==> config.mk <==
export PLATFORM = sky130hd
export DESIGN_NAME = interval_pulse_gen
export DESIGN_NICKNAME = d
export VERILOG_FILES = /design/src/rtl/ipg_pkg.sv /design/src/rtl/ipg_countdown.sv /design/src/rtl/ipg_shaper.sv /design/src/rtl/interval_pulse_gen.sv
export SDC_FILE = /design/constraint.sdc
export NUM_CORES = 1
export LEC_CHECK = 0
export BUFFER_PORTS_ARGS = -buffer_cell sky130_fd_sc_hd__buf_4
export CORE_MARGIN = 4
export CORE_UTILIZATION = 40
export DETAILED_ROUTE_END_ITERATION = 7
export PLACE_DENSITY = 0.59
export SLEW_MARGIN = 5
export SYNTH_ARGS = -nofsm -noshare
export SYNTH_HDL_FRONTEND = slang
export SYNTH_SLANG_ARGS = --single-unit
==> constraint.sdc <==
create_clock -name clk_i -period 4.16 [get_ports clk_i]
set_input_delay 1.04 -clock clk_i [delete_from_list [all_inputs] [get_ports clk_i]]
set_output_delay 1.04 -clock clk_i [all_outputs]
set_load 0.05 [all_outputs]
==> src/rtl/ipg_pkg.sv <==
package ipg_pkg;
  localparam int unsigned IPG_W_DEF   = 32;
  localparam int unsigned IPG_NCH_DEF = 2;

  typedef struct packed {
    logic pulse;
    logic evt;
  } ipg_out_t;
endpackage

==> src/rtl/ipg_countdown.sv <==
module ipg_countdown #(
  parameter int unsigned W = 32
) (
  input  logic         clk_i,
  input  logic         rst_i,
  input  logic         en_i,
  input  logic         carry_i,
  input  logic [W-1:0] period_i,
  input  logic [W-1:0] interval_i,
  output logic         fire_o
);
  logic [W-1:0] remain_q;
  logic         short_w;

  // less than one step left: this carry ends the interval
  assign short_w = (remain_q < period_i);
  assign fire_o  = en_i && carry_i && short_w;

  always_ff @(posedge clk_i) begin
    if (rst_i) begin
      remain_q <= '0;
    end else if (!en_i) begin
      remain_q <= interval_i;
    end else if (carry_i) begin
      if (short_w) remain_q <= interval_i;
      else         remain_q <= remain_q - period_i;
    end
  end
endmodule

==> src/rtl/ipg_shaper.sv <==
module ipg_shaper
  import ipg_pkg::*;
(
  input  logic     clk_i,
  input  logic     rst_i,
  input  logic     en_i,
  input  logic     fire_i,
  input  logic     tick_i,
  output ipg_out_t out_o
);
  ipg_out_t out_q;

  always_ff @(posedge clk_i) begin
    if (rst_i || !en_i) begin
      out_q <= '0;
    end else begin
      out_q.evt <= fire_i;
      if (fire_i)      out_q.pulse <= 1'b1;
      else if (tick_i) out_q.pulse <= 1'b0;
    end
  end

  assign out_o = out_q;
endmodule

==> src/rtl/interval_pulse_gen.sv <==
module interval_pulse_gen
  import ipg_pkg::*;
#(
  parameter int unsigned W   = IPG_W_DEF,
  parameter int unsigned NCH = IPG_NCH_DEF
) (
  input  logic             clk_i,
  input  logic             rst_i,
  input  logic             carry_i,
  input  logic             tick_i,
  input  logic [NCH-1:0]   en_i,
  input  logic [W-1:0]     period_i,
  input  logic [NCH*W-1:0] interval_i,
  output logic [NCH-1:0]   pulse_o,
  output logic [NCH-1:0]   event_o
);
  localparam int unsigned IW = NCH * W;

  logic [NCH-1:0] fire_w;
  ipg_out_t       ch_out [NCH];

  for (genvar k = 0; k < NCH; k++) begin : g_ch
    ipg_countdown #(.W(W)) u_cnt (
      .clk_i      (clk_i),
      .rst_i      (rst_i),
      .en_i       (en_i[k]),
      .carry_i    (carry_i),
      .period_i   (period_i),
      .interval_i (interval_i[k*W +: W]),
      .fire_o     (fire_w[k])
    );

    ipg_shaper u_shp (
      .clk_i  (clk_i),
      .rst_i  (rst_i),
      .en_i   (en_i[k]),
      .fire_i (fire_w[k]),
      .tick_i (tick_i),
      .out_o  (ch_out[k])
    );

    assign pulse_o[k] = ch_out[k].pulse;
    assign event_o[k] = ch_out[k].evt;
  end

  if (IW == 0) begin : g_bad
    initial $error("interval bus must not be empty");
  end
endmodule

==> impl_results.md, run 1 <==
* Core Rows at 45
* Met3 WL at between 800 and 900 um
* Setup ws final at around 540 ps
* DRT met1 WL at just under 10,000 um
* Core Footprint at 0.01531 sq mm
* Setup TNS Final at 0 ps
* Pre-CTS setup slack at 187.4 ps
* Post CTS Setup Buffer Count at 0
* Synth warnings at 0
* Clock-pin slew on the worst setup and hold paths at approximately 60 ps
* Global-route wire length before repair at about 32,000 um
* Relative slew slack at 0.3509
* Largest net degree at the start of global routing at slightly below 60
* Hold depth at 2
* Post-CTS resize count at 0
* DP Wirelength at between 15,000 and 20,000 um
* CTS Hold Bufs at 0
* Worst-Skew Late Latency at 350 ps
* Top Layer Used: met4
* CTS tree: built
* WP data arrival at between 3000 and 4000 ps
* Placer Congestion at between 0.8 and 0.9
* Synthesized area at ~0.0063 sq mm
* Clock Sinks at roughly 70
* DR WL met2 at 8744 um
* Final core occ at 0.4962
* Clock Skews at roughly 4.3 ps
* Fmax at 276.2 MHz
* Synthesis-to-layout area growth at 20.83%
* Crit path launch type: input pin
* Final net count at ~1,100
* 1st-iter DRT viols at 565
* Grt total ovfl at 0
* HP Class: reg -> reg
* CTS max path bufs at 2
* Die area at between 0.015 and 0.02 sq mm
* Tmin final at ~3600 ps
* Top Ports at 106
* Total CTS buffers at 9
* Antenna cells at 0
* Final Setup Violations at 0
* First-pass DRT Iterations at 5
* Vias per cell at 5.613
* Number of global-route vias before repair at 6,156
* Post-synth EDFFs at 0
* Most frequent cells in the layout: nand2_1 (122), buf_4 (115), a21oi_1 (92)
* Peak fanout along the critical path at 26
* Die height at between 100 and 150 um
* Setup CP Type: in -> reg
* Pwr/cell area at 326.2 mW/mm^2
* Slew Limit Fails at 0
* Distinct cell type count after synthesis at 66
* Final Cycle Share at 0.8704
* Yosys reg bits at 68
* Final wirelength at 19,610 um
* Die X at roughly 130 um
* Clock tree root buffer cell: clkbuf_16
* Worst IR Drop VDD at 0.0002287 V
* Initial antenna violation count at 0
* DRC viols at 0
* CP endpoint kind: flip-flop
* Layout cells sized above 1 at 0.1611
* Syn Area/Cell at around 7.3 sq um
* Status: finished clean
* Gr usage total at 0.2221
* Port Buffers at roughly 110
* Worst-Margin Slew at 973.6 ps
* RSZ-0062 raised after global routing: no
* Top FF cell, synth: dfxtp_1
* Max_cap viols at 0
* Post-DR wirelength/cell at ~17 um
* Endpoints failing hold at 0
* Worst EP required at about 4400 ps
* Post-synthesis sequential area ratio at 0.2164
* CTS HTree Levels at 3
* Leakage at between 3 and 4 nW
* Antenna Nets Post-Route at 0
* Layout fillers at around 1,600
* DR vias at between 6,000 and 7,000
* Initial core utilization at 0.4107
* Post-synth ARST share at 0
* FF-to-FF path depth at 13
* Synthesized instance count at 860
* Most common cell after layout, fill and taps aside: nand2_1
* Syn nets at approximately 1,000
per-layer routing:
metal	global-route usage	vias up
met5	0	-
met4	0.06800	0
met3	0.02983	23
met2	0.3493	165
met1	0.3165	3021
li1	-	3341
through the flow:
step | hold WS [ps] | instance area (sq um) | power (mW) | cells
2_1_floorplan | 435.6 | 6290 | 1.469 | 860
3_3_place_gp | 467.2 | 7330 | 1.743 | 1152
3_5_place_dp | 469.4 | 7330 | 1.739 | 1152
4_1_cts | 477.9 | 7600 | 2.479 | 1167
5_1_grt | 488.1 | 7600 | 2.638 | 1167
6_report | 477.8 | 7600 | 2.479 | 1167
path summary, 6_finish.rpt:
kind / start / to / slack, ps
max: period_i[0] / g_ch[1].u_cnt.remain_q[10]$_SDFFE_PP0P_ / 540
min: g_ch[0].u_cnt.remain_q[29]$_SDFFE_PP0P_ / g_ch[0].u_cnt.remain_q[29]$_SDFFE_PP0P_ / 480
max reg2reg: g_ch[1].u_cnt.remain_q[0]$_SDFFE_PP0P_ / g_ch[1].u_cnt.remain_q[10]$_SDFFE_PP0P_ / 1000
min reg2reg: g_ch[0].u_cnt.remain_q[29]$_SDFFE_PP0P_ / g_ch[0].u_cnt.remain_q[29]$_SDFFE_PP0P_ / 480
kinds of logic (layout without fill, tap and decap cells):
| kind of cell | Yosys count | count (layout) | synth area share |
|---|---|---|---|
| xor+xnor | 46 | 46 | 0.06405 |
| flops | 68 | 68 | 0.2164 |
| fa+ha+maj | 66 | 66 | 0.1337 |
| buf+inv | 78 | 174 | 0.05232 |
| simple gates | 269 | 269 | 0.1967 |
| compound gates | 328 | 328 | 0.3286 |
| mux | 5 | 5 | 0.008156 |
cells in the mapped netlist (19+ instances only):
master	number	area, sq um
a21o_1	25	187.7
a21oi_1	92	460.4
a31oi_1	39	244.0
clkbuf_1	27	101.4
dfxtp_1	68	1361
ha_1	64	800.8
inv_1	40	150.1
nand2_1	122	457.9
nand2b_1	19	118.9
nor2_1	52	195.2
o21ai_0	79	395.4
xnor2_1	27	236.5
xor2_1	19	166.4
worst max-delay path: stages:
cell	delay, ps
buf_4	120
ha_1	220
fa_1	380
nand2b_1	190
a21oi_1	230
o22ai_1	140
o211ai_1	330
nand4_2	180
a211oi_2	270
or2_4	380
buf_4	200
nand2_1	50
a31oi_1	150
area by class of cell:
| type | instances | area (sq um) | share of cell area |
|---|---|---|---|
| tap | 211 | 264.0 | 0.03474 |
| timing repair buffer | 119 | 943.4 | 0.1241 |
| inverter | 40 | 150.1 | 0.01976 |
| clock buffer | 13 | 260.3 | 0.03424 |
| sequential | 68 | 1361 | 0.1791 |
| multi-input combinational | 714 | 4611 | 0.6067 |
| clock inverter | 2 | 10.01 | 0.001317 |
registers in the layout, indices dropped and copies added, names as in the netlist:
| signal | cells |
|---|---|
| g_ch.u_cnt.remain_q | 64 |
| g_ch.u_shp.out_o | 4 |
power by group:
part           leakage (nW)  switching, mW  internal [mW]
Sequential            0.566         0.0367          0.714
Clock                 0.135          0.306          0.432
Combinational          2.81          0.555          0.436
Note: power is estimated with default switching activity, not from simulation.
==> inputs of run 2 (changes only) <==
--- a/config.mk
+++ b/config.mk
@@ -5,7 +5,7 @@
 export SDC_FILE = /design/constraint.sdc
 export NUM_CORES = 1
 export LEC_CHECK = 0
-export BUFFER_PORTS_ARGS = -buffer_cell sky130_fd_sc_hd__buf_4
+export BUFFER_PORTS_ARGS = -buffer_cell sky130_fd_sc_hd__buf_2
 export CORE_MARGIN = 4
 export CORE_UTILIZATION = 40
 export DETAILED_ROUTE_END_ITERATION = 7
==> impl_results.md, run 2 (synthesized netlist as in run 1, its figures left out) <==
* Final net count at ~1,100
* Largest net degree at the start of global routing at about 60
* Clock tree root buffer cell: clkbuf_16
* Clock Skews at about 9.3 ps
* Tmin final at about 3600 ps
* Core Rows at 45
* CTS HTree Levels at 3
* Fmax at about 270 MHz
* CTS max path bufs at 2
* DRC viols at 0
* R2r setup slk at about 1000 ps
* Max stage delay on crit path at ~380 ps
* Core Footprint at 0.01531 sq mm
* Post-CTS resize count at 0
* CTS tree: built
* Setup TNS Final at 0 ps
* Most frequent cells in the layout: nand2_1 (122), buf_2 (105), a21oi_1 (92)
* Pre-CTS setup slack at between 100 and 150 ps
* Top Ports at roughly 110
* Post CTS Setup Buffer Count at 0
* Die X at 133.4 um
* Peak fanout along the critical path at 24
* Endpoints failing hold at 0
* Vias per cell at between 5 and 6
* Die height at ~130 um
* Leakage at approximately 3.5 nW
* Total CTS buffers at 9
* Worst-Skew Late Latency at around 340 ps
* Final core occ at 0.4822
* Relative slew slack at 0.3573
* Setup ws final at slightly above 500 ps
* Max_cap viols at 0
* Port Buffers at 105
* Layout cells sized above 1 at 0.1665
* Synthesis-to-layout area growth at 17.41%
* 1st-iter DRT viols at approximately 550
* DR vias at 6,506
* Initial core utilization at 0.4107
* Worst IR Drop VDD at ~0.0002 V
* Worst-Margin Slew at 964.1 ps
* CP endpoint kind: flip-flop
* Final Setup Violations at 0
* Register area at around 0.0014 sq mm
* Grt total ovfl at 0
* Number of global-route vias before repair at 6,016
* Clock Sinks at roughly 70
* Power share of the combinational group at 0.369
* Most common cell after layout, fill and taps aside: nand2_1
* CTS Hold Bufs at 0
* Final wirelength at between 15,000 and 20,000 um
* Gr usage total at 0.2118
* Post-DR wirelength/cell at ~16 um
* WP data arrival at ~4000 ps
* Initial antenna violation count at 0
* Setup CP Type: in -> reg
* Clock power share at 0.342
* Die area at around 0.018 sq mm
* Slew Limit Fails at 0
* Sequential Power Share at 0.289
* First-pass DRT Iterations at 7
* Layout fillers at between 1,500 and 2,000
* Status: finished clean
* Worst EP required at around 4400 ps
* RSZ-0062 raised after global routing: no
* Global-route wire length before repair at ~30,000 um
* Internal power at between 1.5 and 2 mW
* Pwr/cell area at roughly 350 mW/mm^2
* Max reg flops at 64
* Multi-input logic area at approximately 0.0046 sq mm
* Crit path launch type: input pin
* Antenna Nets Post-Route at 0
* Final Cycle Share at 0.8761
* Sw Pwr at 0.8998 mW
* HP Class: reg -> reg
* Antenna cells at 0
* Reg with most FFs: g_ch.u_cnt.remain_q
* Sw frac at 0.3470
* DP Wirelength at 15,070 um
* Critical-path top delay cell: fa_1
* Placer Congestion at roughly 0.91
* Clock-pin slew on the worst setup and hold paths at roughly 60 ps
* Power Total at 2.593 mW
* Critical path cell sequence: buf_2 -> ha_1 -> fa_1 -> nand2b_1 -> a21oi_1 -> o22ai_1 -> o211ai_1 -> nand4_2 -> a211oi_2 -> or2_4 -> buf_4 -> nand2_1 -> a31oi_1
-- run 2: cell type report --
cell class,instances,area share
multi-input cells,714,0.6244
flip-flops and latches,68,0.1843
repair buffers,123,0.08946
clock buffers,13,0.03660
well taps,211,0.03575
inverters,40,0.02033
clock inverters,3,0.009149
-- run 2: power groups by stage --
stage	registers (mW)	clock network (mW)	logic, mW
3_3_place_gp	0.763	0	0.948
2_1_floorplan	0.757	0	0.712
3_5_place_dp	0.762	0	0.944
6_report	0.749	0.886	0.958
5_1_grt	0.755	0.921	1.07
4_1_cts	0.749	0.904	0.952
-- run 2: through the flow --
step | instance area (sq um) | cells | hold slack [ps]
CTS | 7385 | 1172 | 476.0
finish | 7385 | 1172 | 477.7
global route | 7385 | 1172 | 488.3
detailed placement | 7047 | 1156 | 455.1
floorplan | 6290 | 860 | 435.6
global placement | 7047 | 1156 | 466.0
-- run 2: final timing paths --
check / startpoint / endpoint / cells after the start
hold reg to reg: g_ch[0].u_cnt.remain_q[29]$_SDFFE_PP0P_ / g_ch[0].u_cnt.remain_q[29]$_SDFFE_PP0P_ / 2
hold / removal: g_ch[0].u_cnt.remain_q[29]$_SDFFE_PP0P_ / g_ch[0].u_cnt.remain_q[29]$_SDFFE_PP0P_ / 2
setup / recovery: period_i[0] / g_ch[1].u_cnt.remain_q[13]$_SDFFE_PP0P_ / 13
setup reg to reg: g_ch[1].u_cnt.remain_q[0]$_SDFFE_PP0P_ / g_ch[1].u_cnt.remain_q[13]$_SDFFE_PP0P_ / 13
-- run 2: metal layers --
| metal | share of wire | global-route usage | vias to the layer above |
|---|---|---|---|
| li1 | - | - | 3336 |
| met1 | 0.49 | 0.2916 | 3015 |
| met2 | 0.45 | 0.3434 | 135 |
| met3 | 0.042 | 0.03248 | 20 |
| met4 | 0.016 | 0.06286 | 0 |
| met5 | 0 | 0 | - |
-- run 2: critical path, delay by kind of cell --
| family | cells | cell delay [ps] |
|---|---|---|
| fa+ha+maj | 2 | 600 |
| compound gates | 5 | 1150 |
| buf+inv | 2 | 330 |
| simple gates | 4 | 780 |
